[config.mk]
export PLATFORM = sky130hd
export DESIGN_NAME = cascade_interval_timer
export DESIGN_NICKNAME = d
export VERILOG_FILES = /design/src/rtl/ctm_pkg.sv /design/src/rtl/ctm_tick_gen.sv /design/src/rtl/ctm_stage.sv /design/src/rtl/ctm_seq.sv /design/src/rtl/cascade_interval_timer.sv
export SDC_FILE = /design/constraint.sdc
export NUM_CORES = 1
export LEC_CHECK = 0
export BUFFER_PORTS_ARGS = -buffer_cell sky130_fd_sc_hd__buf_2
export CAP_MARGIN = 20
export CORE_ASPECT_RATIO = 1.1
export CORE_MARGIN = 2
export CORE_UTILIZATION = 65
export DETAILED_ROUTE_END_ITERATION = 10
export GPL_ROUTABILITY_DRIVEN = 0
export PLACE_DENSITY_LB_ADDON = 0.15
export SYNTH_ARGS = -nofsm -noshare
export SYNTH_HDL_FRONTEND = slang
export SYNTH_SLANG_ARGS = --single-unit
[constraint.sdc]
create_clock -name clk -period 3.57 [get_ports clk]
set_input_delay 0.5355 -clock clk [delete_from_list [all_inputs] [get_ports clk]]
set_output_delay 0.5355 -clock clk [all_outputs]
set_load 0.05 [all_outputs]
[src/rtl/ctm_pkg.sv]
package ctm_pkg;
   typedef enum logic [1:0] {
      SEQ_IDLE   = 2'd0,
      SEQ_LATCH  = 2'd1,
      SEQ_COPY   = 2'd2,
      SEQ_RESUME = 2'd3
   } seq_t;

   localparam int          N_STAGE   = 2;
   localparam logic [1:0]  ADDR_PRE  = 2'd0;
   localparam logic [1:0]  ADDR_MAIN = 2'd1;
   localparam logic [1:0]  ADDR_CTRL = 2'd2;
   localparam int          CTRL_BITS = 5;
endpackage

[src/rtl/ctm_tick_gen.sv]
module ctm_tick_gen #(
   parameter int SLOW_DIV = 8
) (
   input  logic       clk,
   input  logic       rst_n,
   input  logic [1:0] sel,
   input  logic       ext_uf,
   output logic       tick
);
   localparam int DIV_W = $clog2(SLOW_DIV);

   generate
      if (SLOW_DIV < 4 || (SLOW_DIV & (SLOW_DIV - 1)) != 0) begin : g_bad_div
         $error("SLOW_DIV must be a power of two of at least 4");
      end
   endgenerate

   logic [DIV_W-1:0] div_q;

   always_ff @(posedge clk or negedge rst_n) begin
      if (!rst_n) div_q <= '0;
      else        div_q <= div_q + 1'b1;
   end

   always_comb begin
      unique case (sel)
         2'd0:    tick = 1'b1;
         2'd1:    tick = div_q[0];
         2'd2:    tick = &div_q;
         default: tick = ext_uf;
      endcase
   end


   half_rate_chk: assert property (@(posedge clk) disable iff (!rst_n)
      (sel == 2'd1 && tick) |=> (sel != 2'd1 || !tick));

   slow_rate_chk: assert property (@(posedge clk) disable iff (!rst_n)
      (sel == 2'd2 && tick) |=> (sel != 2'd2 || !tick));
endmodule

[src/rtl/ctm_stage.sv]
module ctm_stage #(
   parameter int W = 8
) (
   input  logic         clk,
   input  logic         rst_n,
   input  logic         en,
   input  logic         rl_we,
   input  logic [W-1:0] rl_d,
   input  logic         cnt_we,
   input  logic [W-1:0] cnt_d,
   input  logic         copy,
   output logic [W-1:0] cnt,
   output logic [W-1:0] rl,
   output logic         uf
);
   assign uf = en && (cnt == '0);

   always_ff @(posedge clk or negedge rst_n) begin
      if (!rst_n)     rl <= '0;
      else if (rl_we) rl <= rl_d;
   end

   always_ff @(posedge clk or negedge rst_n) begin
      if (!rst_n)       cnt <= '0;
      else if (cnt_we)  cnt <= cnt_d;
      else if (copy)    cnt <= rl;
      else if (en)      cnt <= (cnt == '0) ? rl : cnt - 1'b1;
   end


   reload_on_zero_chk: assert property (@(posedge clk) disable iff (!rst_n)
      (en && cnt == '0 && !cnt_we && !copy) |=> cnt == $past(rl));

   hold_idle_chk: assert property (@(posedge clk) disable iff (!rst_n)
      (!en && !cnt_we && !copy) |=> $stable(cnt));
endmodule

[src/rtl/ctm_seq.sv]
module ctm_seq
   import ctm_pkg::*;
(
   input  logic clk,
   input  logic rst_n,
   input  logic arm,
   input  logic tick_ok,
   output seq_t state,
   output logic latch_go,
   output logic copy_go
);
   assign latch_go = (state == SEQ_LATCH) && tick_ok;
   assign copy_go  = (state == SEQ_COPY)  && tick_ok;

   always_ff @(posedge clk or negedge rst_n) begin
      if (!rst_n)       state <= SEQ_IDLE;
      else if (arm)     state <= SEQ_LATCH;
      else if (tick_ok) begin
         unique case (state)
            SEQ_LATCH:  state <= SEQ_COPY;
            SEQ_COPY:   state <= SEQ_RESUME;
            default:    state <= SEQ_IDLE;
         endcase
      end
   end


   seq_order_chk: assert property (@(posedge clk) disable iff (!rst_n)
      (state == SEQ_COPY && !arm) |=> (state == SEQ_COPY || state == SEQ_RESUME));
endmodule

[src/rtl/cascade_interval_timer.sv]
module cascade_interval_timer
   import ctm_pkg::*;
#(
   parameter int W        = 8,
   parameter int SLOW_DIV = 8
) (
   input  logic         clk,
   input  logic         rst_n,
   input  logic         ext_uf,
   input  logic         bus_we,
   input  logic [1:0]   bus_addr,
   input  logic [W-1:0] bus_wdata,
   output logic [W-1:0] bus_rdata,
   output logic         irq_flag,
   output logic         uf_strobe
);
   generate
      if (W < CTRL_BITS) begin : g_bad_w
         $error("W must hold the control bits");
      end
   endgenerate

   logic       start_q, mode_q;
   logic [1:0] src_q;
   logic       tick, count_en, arm, tick_ok, latch_go, copy_go, ctrl_wr;
   seq_t       seq_state;

   logic [N_STAGE-1:0][W-1:0] cnt, rl, pdat;
   logic [N_STAGE-1:0]        uf, en, pend, wr_s, direct, fast_rl, seq_wr;

   ctm_tick_gen #(.SLOW_DIV(SLOW_DIV)) u_tick (
      .clk(clk), .rst_n(rst_n), .sel(src_q), .ext_uf(ext_uf), .tick(tick));

   assign ctrl_wr  = bus_we && (bus_addr == ADDR_CTRL);
   assign arm      = |seq_wr;
   assign tick_ok  = tick && start_q && !arm;
   assign count_en = tick && start_q &&
                     (seq_state == SEQ_IDLE || seq_state == SEQ_RESUME);

   ctm_seq u_seq (
      .clk(clk), .rst_n(rst_n), .arm(arm), .tick_ok(tick_ok),
      .state(seq_state), .latch_go(latch_go), .copy_go(copy_go));

   assign en[0] = count_en;
   assign en[1] = uf[0];

   generate
      for (genvar s = 0; s < N_STAGE; s++) begin : g_stage
         logic         rl_we;
         logic [W-1:0] rl_d;

         assign wr_s[s]    = bus_we && (bus_addr == 2'(s));
         assign direct[s]  = wr_s[s] && !start_q;
         assign fast_rl[s] = wr_s[s] && start_q && mode_q;
         assign seq_wr[s]  = wr_s[s] && start_q && !mode_q;
         assign rl_we      = direct[s] || fast_rl[s] || (latch_go && pend[s]);
         assign rl_d       = (direct[s] || fast_rl[s]) ? bus_wdata : pdat[s];

         always_ff @(posedge clk or negedge rst_n) begin
            if (!rst_n) begin
               pend[s] <= 1'b0;
               pdat[s] <= '0;
            end else if (direct[s]) begin
               pend[s] <= 1'b0;
            end else if (seq_wr[s]) begin
               pend[s] <= 1'b1;
               pdat[s] <= bus_wdata;
            end else if (copy_go) begin
               pend[s] <= 1'b0;
            end
         end

         ctm_stage #(.W(W)) u_stage (
            .clk(clk), .rst_n(rst_n), .en(en[s]),
            .rl_we(rl_we), .rl_d(rl_d),
            .cnt_we(direct[s]), .cnt_d(bus_wdata),
            .copy(copy_go && pend[s]),
            .cnt(cnt[s]), .rl(rl[s]), .uf(uf[s]));
      end
   endgenerate

   always_ff @(posedge clk or negedge rst_n) begin
      if (!rst_n) begin
         start_q   <= 1'b0;
         mode_q    <= 1'b0;
         src_q     <= 2'd0;
         irq_flag  <= 1'b0;
         uf_strobe <= 1'b0;
      end else begin
         uf_strobe <= uf[1];
         if (ctrl_wr) begin
            start_q <= bus_wdata[0];
            mode_q  <= bus_wdata[1];
            src_q   <= bus_wdata[3:2];
         end
         if (uf[1] || arm)              irq_flag <= 1'b1;
         else if (ctrl_wr && !bus_wdata[4]) irq_flag <= 1'b0;
      end
   end

   always_comb begin
      bus_rdata = '0;
      unique case (bus_addr)
         ADDR_PRE:  bus_rdata = cnt[0];
         ADDR_MAIN: bus_rdata = cnt[1];
         ADDR_CTRL: bus_rdata[CTRL_BITS-1:0] = {irq_flag, src_q, mode_q, start_q};
         default:   bus_rdata = '0;
      endcase
   end


   strobe_sets_irq_chk: assert property (@(posedge clk) disable iff (!rst_n)
      uf_strobe |-> irq_flag);

   spurious_irq_chk: assert property (@(posedge clk) disable iff (!rst_n)
      (bus_we && bus_addr[1] == 1'b0 && start_q && !mode_q) |=> irq_flag);

   strobe_single_chk: assert property (@(posedge clk) disable iff (!rst_n)
      (uf_strobe && $past(rl[1]) != '0 && $past(rl[0]) != '0) |=> !uf_strobe);
endmodule

==> Word level (Yosys, flattened, before mapping) <==
Index checks and enable logic that the tools add are counted.
{ "totals": {"register_bits": 61, "inputBits": 14, "elab_cells": 98} }
{ "classes": {"addsub": 3, "n_eq_ne": 7, "muxes": 23, "bitwise": 2, "reduce_logical": 48} }
{ "ops": {"columns": ["cell", "count"], "rows": [
  ["two-way mux 8 bit", 10],
  ["logical AND 1 bit", 23],
  ["logical NOT 8 bit", 2],
  ["subtractor 8 x 1 -> 8 bit, second input constant", 2],
  ["one-hot mux 5 bit (3 select lines)", 1],
  ["nonzero test 3 bit", 4],
  ["== test 2 bit, second input constant", 4],
  ["two-way mux 1 bit", 7],
  ["== test 2 x 1 -> 1 bit, second input constant", 3],
  ["logical NOT 2 bit", 3],
  ["logical OR 1 bit", 6],
  ["one-hot mux 3 bit (2 select lines)", 1],
  ["logical NOT 1 bit", 4],
  ["two-way mux 2 bit", 2],
  ["one-hot mux 2 bit (2 select lines)", 1],
  ["AND reduction 2 bit", 2],
  ["nonzero test 2 bit", 2],
  ["adder 3 x 1 -> 3 bit, second input constant", 1],
  ["one-hot mux 1 bit (3 select lines)", 1],
  ["AND reduction 3 bit", 1],
  ["inverter 1 bit", 2],
  ["OR reduction 2 bit", 1]
]} }

==> Logic depth before layout (Yosys ltp) <==
{ "logic_depth": {"word_depth": 11, "mapped_depth": 9, "mapped_depth_nobuf": 7} }

==> Modules after synthesis <==
A second synthesis with hierarchy kept.
{ "unflattened": {"hier_cells": 327, "hier_area_um2": 3494.6} }
{ "by_module_without_submodules": {"columns": ["mod", "n_inst", "cells_each", "area_each_um2", "seq_area_each_um2"], "rows": [
  ["ctm_stage", 2, 95, 932.1, 400.4],
  ["cascade_interval_timer", 1, 116, 1376.3, 600.6],
  ["ctm_tick_gen", 1, 9, 131.4, 75.1],
  ["ctm_seq", 1, 12, 122.6, 50.0]
]} }

==> Least setup slack after synthesis <==
Ideal clock, no wire load.
{ "synth_path": {"path_kind": "input to output", "startpoint": "input bus_addr[1]", "endpoint": "output bus_rdata[4]", "t_arrival_ps": 1943, "required_ps": 3034, "setup_slack_ps": 1092, "stages": 3, "n_path_buf": 1, "cell_sequence": "buf_2 mux2i_1 o21ai_0"} }
{ "synth_via": {"elab_chain_len": 2} }
{ "synth_rtl": {"columns": ["element", "line", "source"], "rows": [
  ["start, declared", "cascade_interval_timer.sv:11", "input logic [1:0] bus_addr,"],
  ["== test 2 bit, or another cell as far along", "cascade_interval_timer.sv:103", "unique case (bus_addr)"],
  ["one-hot mux 5 bit (3 select lines) *", "cascade_interval_timer.sv:103", null],
  ["end, declared", "cascade_interval_timer.sv:13", "output logic [W-1:0] bus_rdata,"]
]} }
Every way passes the cells marked *; elsewhere a longest branch is shown, timed or not.

==> Worst setup path in the final report <==
{ "layout_path": {"startpoint": "register mode_q", "endpoint": "register g_stage[1].u_stage.cnt[5]"} }
{ "layout_via": {"elab_chain_len": 9} }
{ "layout_rtl": {"columns": ["element", "line", "source"], "rows": [
  ["start, declared", "cascade_interval_timer.sv:23", "logic start_q, mode_q;"],
  ["start signal, assigned", "cascade_interval_timer.sv:93", "mode_q <= bus_wdata[1];"],
  ["logical NOT 1 bit *", "cascade_interval_timer.sv:55", "assign seq_wr[s] = wr_s[s] && start_q && !mode_q;"],
  ["logical AND 1 bit", "cascade_interval_timer.sv:55", null],
  ["OR reduction 2 bit *", "cascade_interval_timer.sv:35", "assign arm = |seq_wr;"],
  ["logical NOT 1 bit *", "cascade_interval_timer.sv:36", "assign tick_ok = tick && start_q && !arm;"],
  ["logical AND 1 bit *", "cascade_interval_timer.sv:36", null],
  ["logical AND 1 bit *", "ctm_seq.sv:13", "assign copy_go = (state == SEQ_COPY) && tick_ok;"],
  ["logical AND 1 bit *", "cascade_interval_timer.sv:77", ".copy(copy_go && pend[s]),"],
  ["two-way mux 8 bit", "ctm_stage.sv:26", "else if (copy) cnt <= rl;"],
  ["two-way mux 8 bit", "ctm_stage.sv:25", "else if (cnt_we) cnt <= cnt_d;"],
  ["end signal, assigned", "ctm_stage.sv:25", null],
  ["end signal, assigned", "ctm_stage.sv:26", null],
  ["end signal, assigned", "ctm_stage.sv:27", "else if (en) cnt <= (cnt == '0) ? rl : cnt - 1'b1;"],
  ["end, declared", "ctm_stage.sv:12", "output logic [W-1:0] cnt,"]
]} }
Marked as above.
A chain may end at the register's enable or synchronous reset.

==> impl_metrics.env <==
export IMPL_critical_path_class="flop to flop"
export IMPL_grt_pass1_vias=2383
export IMPL_synth_area_leaders="dfrtp_1, mux2i_1, mux2_2"
export IMPL_detail_route_wirelength_met1_um=3320
export IMPL_pwr_density_cell_nw_per_um2=824
export IMPL_worstSetupStartpoint="mode_q"
export IMPL_cts_clk_slew_worst_paths_ns=0.07
export IMPL_post_route_period_util_pct=71.8
export IMPL_compound_gate_portion_of_the_synthesized_area_pct=14.8
export IMPL_dr_wl_met2_um=3300
export IMPL_viasPerCell=6.32
export IMPL_syn_area_um2=3300
export IMPL_top_layer_used="met4"
export IMPL_cell_taking_the_most_area_after_synthesis="dfrtp_1"
export IMPL_synth_simple_gate_area_share_pct=15.0
export IMPL_area_growth_syn_to_fin_pct=9.62
export IMPL_clock_skew_final_ns=0.00541
export IMPL_post_route_min_period_ns=2.56
export IMPL_antennaDiodeCount=0
export IMPL_synth_top_area_share_pct=46.2
export IMPL_cts_root_cell="clkbuf_8"
export IMPL_cts_hold_fix_buffers=0
export IMPL_cts_tree="built"
export IMPL_hp_class="primary input to async pin"
export IMPL_postSynthCellCount=312
export IMPL_worst_endpoint_arrival_ns=2.82
export IMPL_cts_htree_levels=3
export IMPL_cts_post_setup_buffers_inserted=0
export IMPL_setup_slack_of_the_most_critical_reg_to_reg_path_ns=1.01
export IMPL_kind_of_capture_point_of_the_worst_setup_path="flop"
export IMPL_clk_path_buf_depth=2
export IMPL_synth_xor_area_share_pct=2.39
export IMPL_fillers=374
export IMPL_total_via_count_in_the_routed_design=2515
export IMPL_layout_core_utilization_pct=72.9
export IMPL_floorplan_initialDensity_pct=66.5
export IMPL_globalRouteOverflowTotal=0
export IMPL_reg2reg_depth=5
export IMPL_syn_area_per_cell_um2=10.6
export IMPL_finalHoldViolations=0
export IMPL_rsz0062_at_grt="no"
export IMPL_io_pins=24
export IMPL_floorplan_die_height_um=78.8
export IMPL_cap_viol_max_count=0
export IMPL_postSynthNetCount=334
export IMPL_totalNegativeSetupSlack_ns=0
export IMPL_yosysSeqAreaShare_pct=46.2
export IMPL_slew_limit_headroom_pct=46.0
export IMPL_cp_data_required_time_ns=3.82
export IMPL_antenna_found_initial=0
export IMPL_final_setup_viol_count=0
export IMPL_synth_area_mux_share_pct=15.3
export IMPL_clock_fmax_mhz=390
export IMPL_detail_route_wirelength_um=7300
export IMPL_num_rows=27
export IMPL_largest_family_of_logic_cells_by_synthesized_area="multiplexers"
export IMPL_yosys_warnings=0
export IMPL_drt_initial_drc_count=251
export IMPL_yosys_area_share_adder_pct=3.03
export IMPL_power_static_leakage_nw=1.67
export IMPL_critical_path_reg2reg_endpoint="g_stage[1].u_stage.cnt[5]"
export IMPL_overall_global_routing_usage_pct=28.3
export IMPL_die_footprint_um2=5670
export IMPL_grt_first_pass_wirelength_um=11900
export IMPL_tritoncts_num_buffers=9
export IMPL_post_synth_num_cell_types=47
export IMPL_crit_path_max_fanout=10
export IMPL_post_route_drc_count=0
export IMPL_clkLatencyLatePin_ns=0.34
export IMPL_cts_resized=0
export IMPL_final_max_tran_viols=0
export IMPL_routed_wl_met3_um=469
export IMPL_drt_pass1_iter_count=5
export IMPL_clkSinkCount=61
export IMPL_ant_nets=0
export IMPL_io_buffer_count=23
export IMPL_floorplan_die_width_um=72.0
export IMPL_grt_max_degree=38
export IMPL_rr_startpoint="mode_q"
export IMPL_dpl_hpwl_um=5130
export IMPL_num_nets_final=357
export IMPL_core_area_um2=4970
export IMPL_status="finished clean"
export IMPL_ys_ff_latch=61
export IMPL_holdWs_ns=0.283
export IMPL_tightest_slew_ns=0.809
export IMPL_drt_wirelength_per_cell_um=18.3
export IMPL_layout_drive_gt1_share_pct=19.4
export IMPL_vdd_drop_max_v=0.000612
export IMPL_crit_path_start_kind="flop"
worst max-delay path: stages, from the launching register on:
cell and delay (ns):
dfrtp_1 0.43, nand4bb_1 0.55, a32oi_4 0.51, nor3b_1 0.64
a22oi_1 0.14, o221ai_1 0.21
cells in the final DEF (no fill, tap or decap), drive strengths merged, types with 4 or more instances in the layout:
cell | synthesis | final
mux2 | 20 | 20
inv | 10 | 10
mux2i | 28 | 28
clkbuf | 5 | 12
a22oi | 5 | 5
nand2 | 38 | 38
xnor2 | 4 | 4
a211oi | 8 | 8
ha | 8 | 8
a221o | 11 | 11
nor2 | 26 | 26
nor3b | 5 | 5
buf | 7 | 24
xor2 | 5 | 5
dfrtp | 61 | 61
nand3 | 9 | 9
o21ai | 24 | 24
worst max-delay path by stage:
stage	cells past startpoint	slack [ns]	endpoint
after floorplan	3	1.09	bus_rdata[4]
after global placement	6	0.94	g_stage[0].u_stage.cnt[1]
after detailed placement	6	0.83	g_stage[0].u_stage.cnt[0]
after CTS	7	1.05	g_stage[0].u_stage.cnt[3]
after global routing	7	0.83	g_stage[0].u_stage.cnt[4]
final	5	1.01	g_stage[1].u_stage.cnt[5]
report_power, final:
part | switching (W) | internal (W)
Sequential | 0.000293 | 0.000980
Combinational | 0.000624 | 0.000494
Clock | 0.000256 | 0.000339
Total | 0.00117 | 0.00181
stage by stage:
step,setup WS [ns],instance area [um^2],instances,total power (W)
floorplan,1.09,3300,312,0.00210
global placement,0.943,3430,382,0.00233
detailed placement,0.828,3430,382,0.00238
CTS,1.05,3620,398,0.00299
global route,0.832,3620,398,0.00319
finish,1.01,3620,398,0.00299
final cells by class:
type | instances | area (um^2) | share of cell area [%]
clock buffers | 12 | 145 | 4.01
clock inverters | 4 | 47.5 | 1.31
inverters | 10 | 37.5 | 1.04
multi-input cells | 229 | 1670 | 46.1
flip-flops and latches | 61 | 1530 | 42.1
well taps | 58 | 72.6 | 2.00
repair buffers | 24 | 123 | 3.39
cells by family after synthesis:
logic type,after synthesis
simple gates,99
compound gates,65
flops,61
mux,48
fa+ha+maj,8
buf+inv,22
xor+xnor,9
per-layer routing:
metal / vias up / global-route usage (%)
met5: - / 0
met4: 0 / 12.3
met3: 18 / 6.09
met2: 112 / 43.1
met1: 1207 / 39.3
li1: 1178 / -
cells in the mapped netlist, drive strengths merged:
cell type and number:
o21a 1, a31oi 1, nand3 9, ha 8, a22oi 5, nand4 1, a21o 1, o22a 1
nand3b 3, nand2 38, mux2i 28, nand2b 2, xnor2 4, a211oi 8, a22o 2, o211ai 3
clkbuf 5, a21oi 1, mux2 20, nor2 26, or2 2, nor3b 5, o22ai 1, dfrtp 61
xor2 5, nor2b 2, a221o 11, inv 10, nor4 2, nand4bb 1, and2 3, nor4bb 1
a32oi 3, nor3 3, o221ai 1, buf 7, a211o 2, and3 1, o21ai 24
state kept, by name, indices dropped and copies added, names as in the netlist:
name	count
irq_flag	1
g_stage.u_stage.cnt	16
pend	2
pdat	16
start_q	1
u_seq.state	2
g_stage.u_stage.rl	16
src_q	2
uf_strobe	1
u_tick.div_q	3
mode_q	1
Power figures use the tool's default switching activity.
